<file path="src/rtl/colseq_pkg.sv">
package colseq_pkg;

    typedef enum logic [1:0] {
        SQ_IDLE  = 2'd0,
        SQ_FIXED = 2'd1,
        SQ_PAGE  = 2'd2
    } sq_state_e;

endpackage

</file>
<file path="src/rtl/colseq_len_decode.sv">
module colseq_len_decode #(
    parameter int COL_W      = 10,
    parameter int CODE_W     = 3,
    parameter int FIXED_CODES = 4,
    parameter int PAGE_CODE  = 7
) (
    input  logic [CODE_W-1:0] code_i,
    output logic [COL_W-1:0]  mask_o,
    output logic              page_o
);
    // Fixed length 2**code for codes below FIXED_CODES; page code gives all
    // columns; everything else collapses to a single beat.
    always_comb begin
        mask_o = '0;
        page_o = 1'b0;
        if (int'(code_i) == PAGE_CODE) begin
            mask_o = '1;
            page_o = 1'b1;
        end else if (int'(code_i) < FIXED_CODES) begin
            for (int b = 0; b < COL_W; b++) begin
                if (b < int'(code_i)) mask_o[b] = 1'b1;
            end
        end
    end
endmodule

</file>
<file path="src/rtl/colseq_addr_gen.sv">
module colseq_addr_gen #(
    parameter int COL_W = 10
) (
    input  logic [COL_W-1:0] base_i,
    input  logic [COL_W-1:0] beat_i,
    input  logic [COL_W-1:0] mask_i,
    input  logic             ilv_i,
    output logic [COL_W-1:0] col_o
);
    logic [COL_W-1:0] sum;

    always_comb begin
        sum = base_i + beat_i;
        if (ilv_i) col_o = base_i ^ beat_i;
        else       col_o = (base_i & ~mask_i) | (sum & mask_i);
    end
endmodule

</file>
<file path="src/rtl/colseq_ctrl.sv">
module colseq_ctrl
    import colseq_pkg::*;
#(
    parameter int COL_W = 10
) (
    input  logic             clk,
    input  logic             rst_n,
    input  logic             start_i,
    input  logic [COL_W-1:0] start_col_i,
    input  logic [COL_W-1:0] mask_in_i,
    input  logic             page_in_i,
    input  logic             ilv_in_i,
    input  logic             stop_i,
    input  logic             pre_i,
    output logic [COL_W-1:0] base_o,
    output logic [COL_W-1:0] beat_o,
    output logic [COL_W-1:0] mask_o,
    output logic             ilv_o,
    output logic             valid_o,
    output logic             last_o
);
    sq_state_e        state_q, state_d;
    logic [COL_W-1:0] beat_q, base_q, mask_q;
    logic             ilv_q;
    logic             cut;
    logic             fixed_end;

    assign cut       = stop_i | pre_i;
    assign fixed_end = (beat_q == mask_q);

    // next-state logic
    always_comb begin
        state_d = state_q;
        if (start_i) begin
            state_d = page_in_i ? SQ_PAGE : SQ_FIXED;
        end else begin
            unique case (state_q)
                SQ_IDLE:  state_d = SQ_IDLE;
                SQ_FIXED: state_d = (fixed_end || cut) ? SQ_IDLE : SQ_FIXED;
                SQ_PAGE:  state_d = cut ? SQ_IDLE : SQ_PAGE;
                default:  state_d = SQ_IDLE;
            endcase
        end
    end

    // state and burst context registers
    always_ff @(posedge clk or negedge rst_n) begin
        if (!rst_n) begin
            state_q <= SQ_IDLE;
            beat_q  <= '0;
            base_q  <= '0;
            mask_q  <= '0;
            ilv_q   <= 1'b0;
        end else begin
            state_q <= state_d;
            if (start_i) begin
                beat_q <= '0;
                base_q <= start_col_i;
                mask_q <= mask_in_i;
                ilv_q  <= ilv_in_i & ~page_in_i;
            end else if (state_q != SQ_IDLE) begin
                beat_q <= beat_q + 1'b1;
            end
        end
    end

    // outputs
    always_comb begin
        valid_o = 1'b0;
        last_o  = 1'b0;
        unique case (state_q)
            SQ_IDLE:  ;
            SQ_FIXED: begin valid_o = 1'b1; last_o = fixed_end | cut; end
            SQ_PAGE:  begin valid_o = 1'b1; last_o = cut; end
            default:  ;
        endcase
    end

    assign base_o = base_q;
    assign beat_o = beat_q;
    assign mask_o = mask_q;
    assign ilv_o  = ilv_q;

    a_r6_last_with_valid: assert property (@(posedge clk) disable iff (!rst_n)
        last_o |-> valid_o);
    a_r6_end_drops_valid: assert property (@(posedge clk) disable iff (!rst_n)
        (last_o && !start_i) |=> !valid_o);
    a_r9_start_restarts: assert property (@(posedge clk) disable iff (!rst_n)
        start_i |=> (valid_o && beat_q == '0));
    a_r7_page_no_self_end: assert property (@(posedge clk) disable iff (!rst_n)
        (state_q == SQ_PAGE && !cut) |-> !last_o);
    a_r10_idle_stays: assert property (@(posedge clk) disable iff (!rst_n)
        (!valid_o && !start_i) |=> !valid_o);
endmodule

</file>
<file path="src/rtl/sdram_burst_colseq.sv">
module sdram_burst_colseq #(
    parameter int COL_W       = 10,
    parameter int CODE_W      = 3,
    parameter int FIXED_CODES = 4,
    parameter int PAGE_CODE   = 7
) (
    input  logic              clk,
    input  logic              rst_n,
    input  logic              start_i,
    input  logic [COL_W-1:0]  start_col_i,
    input  logic [CODE_W-1:0] blen_code_i,
    input  logic              ilv_i,
    input  logic              stop_i,
    input  logic              pre_i,
    output logic [COL_W-1:0]  col_o,
    output logic              valid_o,
    output logic              last_o
);
    logic [COL_W-1:0] dec_mask, base, beat, mask;
    logic             dec_page, ilv_eff;

    colseq_len_decode #(
        .COL_W(COL_W), .CODE_W(CODE_W),
        .FIXED_CODES(FIXED_CODES), .PAGE_CODE(PAGE_CODE)
    ) u_dec (
        .code_i (blen_code_i),
        .mask_o (dec_mask),
        .page_o (dec_page)
    );

    colseq_ctrl #(.COL_W(COL_W)) u_ctrl (
        .clk         (clk),
        .rst_n       (rst_n),
        .start_i     (start_i),
        .start_col_i (start_col_i),
        .mask_in_i   (dec_mask),
        .page_in_i   (dec_page),
        .ilv_in_i    (ilv_i),
        .stop_i      (stop_i),
        .pre_i       (pre_i),
        .base_o      (base),
        .beat_o      (beat),
        .mask_o      (mask),
        .ilv_o       (ilv_eff),
        .valid_o     (valid_o),
        .last_o      (last_o)
    );

    colseq_addr_gen #(.COL_W(COL_W)) u_addr (
        .base_i (base),
        .beat_i (beat),
        .mask_i (mask),
        .ilv_i  (ilv_eff),
        .col_o  (col_o)
    );

    a_r2_first_col: assert property (@(posedge clk) disable iff (!rst_n)
        start_i |=> (valid_o && col_o == $past(start_col_i)));
    a_r4_stays_in_block: assert property (@(posedge clk) disable iff (!rst_n)
        (valid_o && !last_o && !start_i) |=> (((col_o ^ $past(col_o)) & ~mask) == '0));
endmodule

</file>
<file path="config.mk">
export PLATFORM = sky130hd
export DESIGN_NAME = sdram_burst_colseq
export DESIGN_NICKNAME = d
export VERILOG_FILES = /design/src/rtl/colseq_pkg.sv /design/src/rtl/colseq_len_decode.sv /design/src/rtl/colseq_addr_gen.sv /design/src/rtl/colseq_ctrl.sv /design/src/rtl/sdram_burst_colseq.sv
export SDC_FILE = /design/constraint.sdc
export NUM_CORES = 1
export LEC_CHECK = 0
export BUFFER_PORTS_ARGS = -buffer_cell sky130_fd_sc_hd__buf_2
export CORE_AREA = 2 2 65 79
export DETAILED_ROUTE_END_ITERATION = 10
export DIE_AREA = 0 0 67 81
export SLEW_MARGIN = 30
export SYNTH_ARGS = -nofsm -noshare
export SYNTH_HDL_FRONTEND = slang
export SYNTH_SLANG_ARGS = --single-unit
</file>
<file path="constraint.sdc">
create_clock -name clk -period 2.6 [get_ports clk]
set_clock_uncertainty 0.15 [all_clocks]
set_input_delay 0.26 -clock clk [delete_from_list [all_inputs] [get_ports clk]]
set_output_delay 0.26 -clock clk [all_outputs]
set_load 0.01 [all_outputs]
</file>
### After elaboration in Yosys (flattened, before gate mapping)

Cells that the tools add are included.

| storage, ports and cells | value |
|---|---|
| output and inout bits | 12 |
| register bits after elaboration | 33 |
| input bits | 19 |

| operators by class | value |
|---|---|
| reductions and logical operators | 4 |
| magnitude comparators | 8 |
| bitwise gates (word level) | 9 |
| equal/unequal tests | 4 |
| muxes and demuxes | 21 |
| $add $sub $neg | 2 |

Operators with widths:

| kind | number |
|---|---|
| $mux 10 | 3 |
| $and 10x10->10 | 2 |
| $mux 7 | 2 |
| $add 10x1->10 const B | 1 |
| $add 10x10->10 | 1 |
| $eq 10x10->1 | 1 |
| $mux 1 | 10 |
| $not 10->10 | 1 |
| $or 10x10->10 | 1 |
| $xor 10x10->10 | 1 |
| $lt 3x3->1 const A | 3 |
| $lt 1x3->1 const A | 2 |
| $lt 2x3->1 const A | 2 |
| $mux 2 | 3 |
| $pmux 2 s2 | 1 |
| $reduce_bool 2->1 | 2 |
| $eq 3x1->1 const B | 1 |
| $lt 3x3->1 const B | 1 |
| $mux 3 | 1 |
| $eq 2x1->1 const B | 1 |
| $eq 2x2->1 const B | 1 |
| $or 1x1->1 | 2 |
| $pmux 1 s2 | 1 |
| $reduce_or 2->1 | 1 |
| 3 further kinds | 3 |

### Logic depth before layout (Yosys ltp)

| depth | value |
|---|---|
| word-level depth | 5 |
| mapped depth | 8 |
| depth with buffers taken out | 8 |

### Hierarchy

From an unflattened synthesis, not the netlist that was laid out.

| unflattened totals | value |
|---|---|
| cells, all modules | 218 |
| area total of the unflattened synthesis | 2,199.6 µm² |

By module, submodules not included:

| module | sequential area each (µm²) | times used | cells each | area an instance (µm²) |
|---|---|---|---|---|
| colseq_ctrl | 825.8 | 1 | 122 | 1,512.7 |
| colseq_addr_gen | 0.0 | 1 | 84 | 598.1 |
| colseq_len_decode | 0.0 | 1 | 12 | 88.8 |

### Worst setup path before layout

Ideal clock, no wire load.

| timing | value |
|---|---|
| path type | register -> output |
| start point | register u_ctrl.beat_q[0] (netlist: u_ctrl.beat_o[0]) |
| end point | output col_o[8] |
| arrival time | 2,038 ps |
| cell stages (with the launch flop) | 9 |
| setup slack | 152 ps |
| cell sequence | dfrtp_1 > ha_1 > fa_1 > a21o_1 > a21oi_2 > o211ai_2 > a21oi_2 > mux2i_1 > a221o_1 |

| on the way | value |
|---|---|
| longest elaborated chain between the ends | 4 |

RTL lines:

| item | RTL line | RTL |
|---|---|---|
| start, declared | colseq_ctrl.sv:23 | `logic [COL_W-1:0] beat_q, base_q, mask_q;` |
| start signal, assigned | colseq_ctrl.sv:62 | `beat_q <= beat_q + 1'b1;` |
| $add 10x10->10 | colseq_addr_gen.sv:13 | `sum = base_i + beat_i;` |
| $and 10x10->10 | colseq_addr_gen.sv:15 | `else col_o = (base_i & ~mask_i) \| (sum & mask_i);` |
| $or 10x10->10 | colseq_addr_gen.sv:15 |  |
| $mux 10 | colseq_addr_gen.sv:14 | `if (ilv_i) col_o = base_i ^ beat_i;` |
| end, declared | sdram_burst_colseq.sv:15 | `output logic [COL_W-1:0] col_o,` |

No other way between the ends.

### Worst setup path in the final report

Ends and elaborated chain as after synthesis.

==> impl_metrics.toml <==
[status]
status = "finished with violations"
violations = "negative setup slack"

[clocking]
insertion_delay_ns = 0.27
cts_buffers = 3
cts_tree = "yes"
htreeDepth = 1
cts.clk_slew.worst_paths_ns = 0.09
cts_root_buf = "clkbuf_8"
cts.path.max_buffers = 2
cts_sinks = 27

[placement]
dp_slack_ns = 0.0226
dp_cells = 281
dpl_cell_area_um2 = 2050
hpwl_mm = 3.02
globalplace.congestion = 0.831
io_buffers = 30

[final_layout]
fin_nets = 264
n_antenna_cell = 0
syn2layout_area_growth_pct = 21.0
fin_area_um2 = 2180
mostFrequentLayoutCell = "buf_2"
drive_gt1_share_pct = 30.0
stdcell_count = 290
fillCellCount = 512
post-route-util_pct = 45.7
final_cell_mix = "30 x buf_2, 25 x dfrtp_1, 17 x nor2_1"

[critical_path]
endpoint_kind = "output pin"
arrival_ns = 2.32
cp.required_ns = 2.19
critical_path_class = "reg -> out"
critPathLaunchType = "register"
crit_fanout = 3

[floorplan]
fp-row-count = 28
start_util_pct = 37.7
dieArea_um2 = 5430
fp.dieH_um = 81
fp.dieW_um = 67
io_pins = 31
core_region_area_um2 = 4760

[pwr]
ir_drop_mv = 0.186
p_per_area_nw_per_um2 = 465
p_leak_nw = 1.02

[hold_path]
hold_path.class = "in -> reg"

[drt]
vias_per_cell = 5.26
drt_iter0_drc = 55
drc = 0
ant_nets = 0
wire_per_inst_um = 13.9
wirelength_mm = 4.02
routed-via-count = 1526
drt_first_pass_iters = 4

[logic_synthesis]
synth_top_family_by_area = "compound AO/OA/AOI/OAI gates"
synth-adder-area-share_pct = 10.2
synth_compound_area_share_pct = 18.9
avgSynthCellArea_um2 = 9.46
syn-cell-area_um2 = 1800
yosysWarnings = 0
netlist_instances = 190
synth.mux.area_fraction_pct = 10.2
synth_cell_type_count = 38
synth_xor_area_share_pct = 5.85
ys_seq_area_share_pct = 37.6
synth.net_count = 223
yosys.area_share.simple_pct = 13.6
ys_ff_latch = 27

[global_route]
grt_pass1_wl_mm = 6.49
grt_pass1_vias = 1402
grt_start_max_net_pins = 34
grt_remaining_overflow = 0
grtUsageTotal_pct = 15.8
antenna_found_initial = 0

[timing]
rsz0062_at_grt = "true"
finalHoldViolations = 0
finalSetupViolations = 2
relSlewSlack_pct = 58.5
finalHoldWorstSlack_ns = 0.0594
period_share_pct = 105
worst_slew_pin_slew_ns = 0.623
finalMaxSlewViolations = 0
fin_ws_ns = -0.135
period_needed_ns = 2.73
fmax_mhz = 366

[run]
cap_viol_max_count = 0
[stage by stage]
step	power [mW]	setup TNS, ns
global route	1.08	-0.786
floorplan	0.662	0
detailed placement	0.769	0
finish	1.01	-0.223
CTS	1.02	-0.182
global placement	0.763	0
[synthesized netlist by cell type, drive strengths merged]
cell	instances	share of area (%)
a211oi	1	0.42
a21boi	1	0.42
a21o	4	1.7
a21oi	11	3.7
a221o	1	0.56
a221oi	1	0.83
a22oi	6	2.5
a31oi	2	0.70
and3	1	0.35
and4	1	0.49
buf	1	0.21
clkbuf	5	1.0
dfrtp	27	38
fa	1	1.1
ha	13	9.0
inv	12	2.5
mux2	11	6.9
mux2i	6	3.3
nand2	11	2.3
nand2b	1	0.35
nand3	9	2.5
nand4	3	1.0
nor2	17	3.5
nor2b	2	0.70
nor3	3	0.83
nor4	2	0.70
o211ai	1	0.70
o21a	2	0.83
o21ai	13	3.8
o21bai	2	0.83
o22ai	3	1.0
o31ai	2	0.83
or2	1	0.35
or4	1	0.42
xnor2	6	2.9
xor2	6	2.9
[flip-flops by register name, summed over array words and instances, names as in the netlist]
register,cells
u_ctrl.mask_o,4
u_ctrl.state_q,2
u_ctrl.beat_o,10
u_ctrl.base_o,10
u_ctrl.ilv_o,1
[worst paths after layout]
path / depth (start not counted) / from / endpoint / slack [ns]
setup reg to reg: 8 / u_ctrl.state_q[0] / u_ctrl.beat_o[7] / 0.80
setup / recovery: 9 / u_ctrl.beat_o[0] / col_o[8] / -0.13
hold / removal: 2 / start_col_i[6] / u_ctrl.base_o[6] / 0.06
max in group asynchronous: 2 / rst_n / u_ctrl.beat_o[6] / 1.48
min in group asynchronous: 2 / rst_n / u_ctrl.state_q[0] / 0.38
hold reg to reg: 1 / u_ctrl.base_o[9] / u_ctrl.base_o[9] / 0.39
[logic make-up (layout without fill, tap and decap cells)]
| group | count (synthesis) | in the layout |
|---|---|---|
| and+or+nand+nor | 52 | 52 |
| xor gates and xnor gates | 12 | 12 |
| muxes | 17 | 17 |
| DFF | 27 | 27 |
| AOI/OAI and AO/OA | 50 | 50 |
| adders and majority gates | 14 | 14 |
| buffers and inverters | 18 | 58 |
[per-layer routing]
layer	track usage [%]	wire, µm	share of wire [%]
met4	4.90	49	1.2
met2	25.6	1980	49
met5	0	0	0
met3	2.08	132	3.3
met1	21.7	1860	46
[area by class of cell]
class / instances / area, µm² / area share (%)
clock buffer: 4 / 45.0 / 2.07
sequential: 27 / 678 / 31.2
inverter: 12 / 45.0 / 2.07
multi-input combinational: 145 / 1090 / 49.9
timing repair buffer: 42 / 246 / 11.3
tap: 60 / 75.1 / 3.45
[where the power goes]
part | switching [mW] | internal [mW] | leakage (nW)
clock | 0.130 | 0.110 | 0.0228
sequential | 0.0319 | 0.449 | 0.341
combinational | 0.153 | 0.139 | 0.661
[worst max-delay path, cell delays in order, from the launching register on]
cell	delay, ns
dfrtp_1	0.40
ha_2	0.20
fa_2	0.36
a21o_1	0.18
a21oi_2	0.18
o211ai_2	0.10
a21oi_2	0.16
mux2i_1	0.09
a221o_1	0.26
buf_2	0.14
[what timing repair did]
action	in CTS	in global routing
buffers inserted	1	4
endpoints found under the setup margin	5	5
hold buffers	1	0
gates resized for setup	5	7
pin swaps	7	7
hold endpoints to repair	27	0
(Power assumes the default switching activity.)
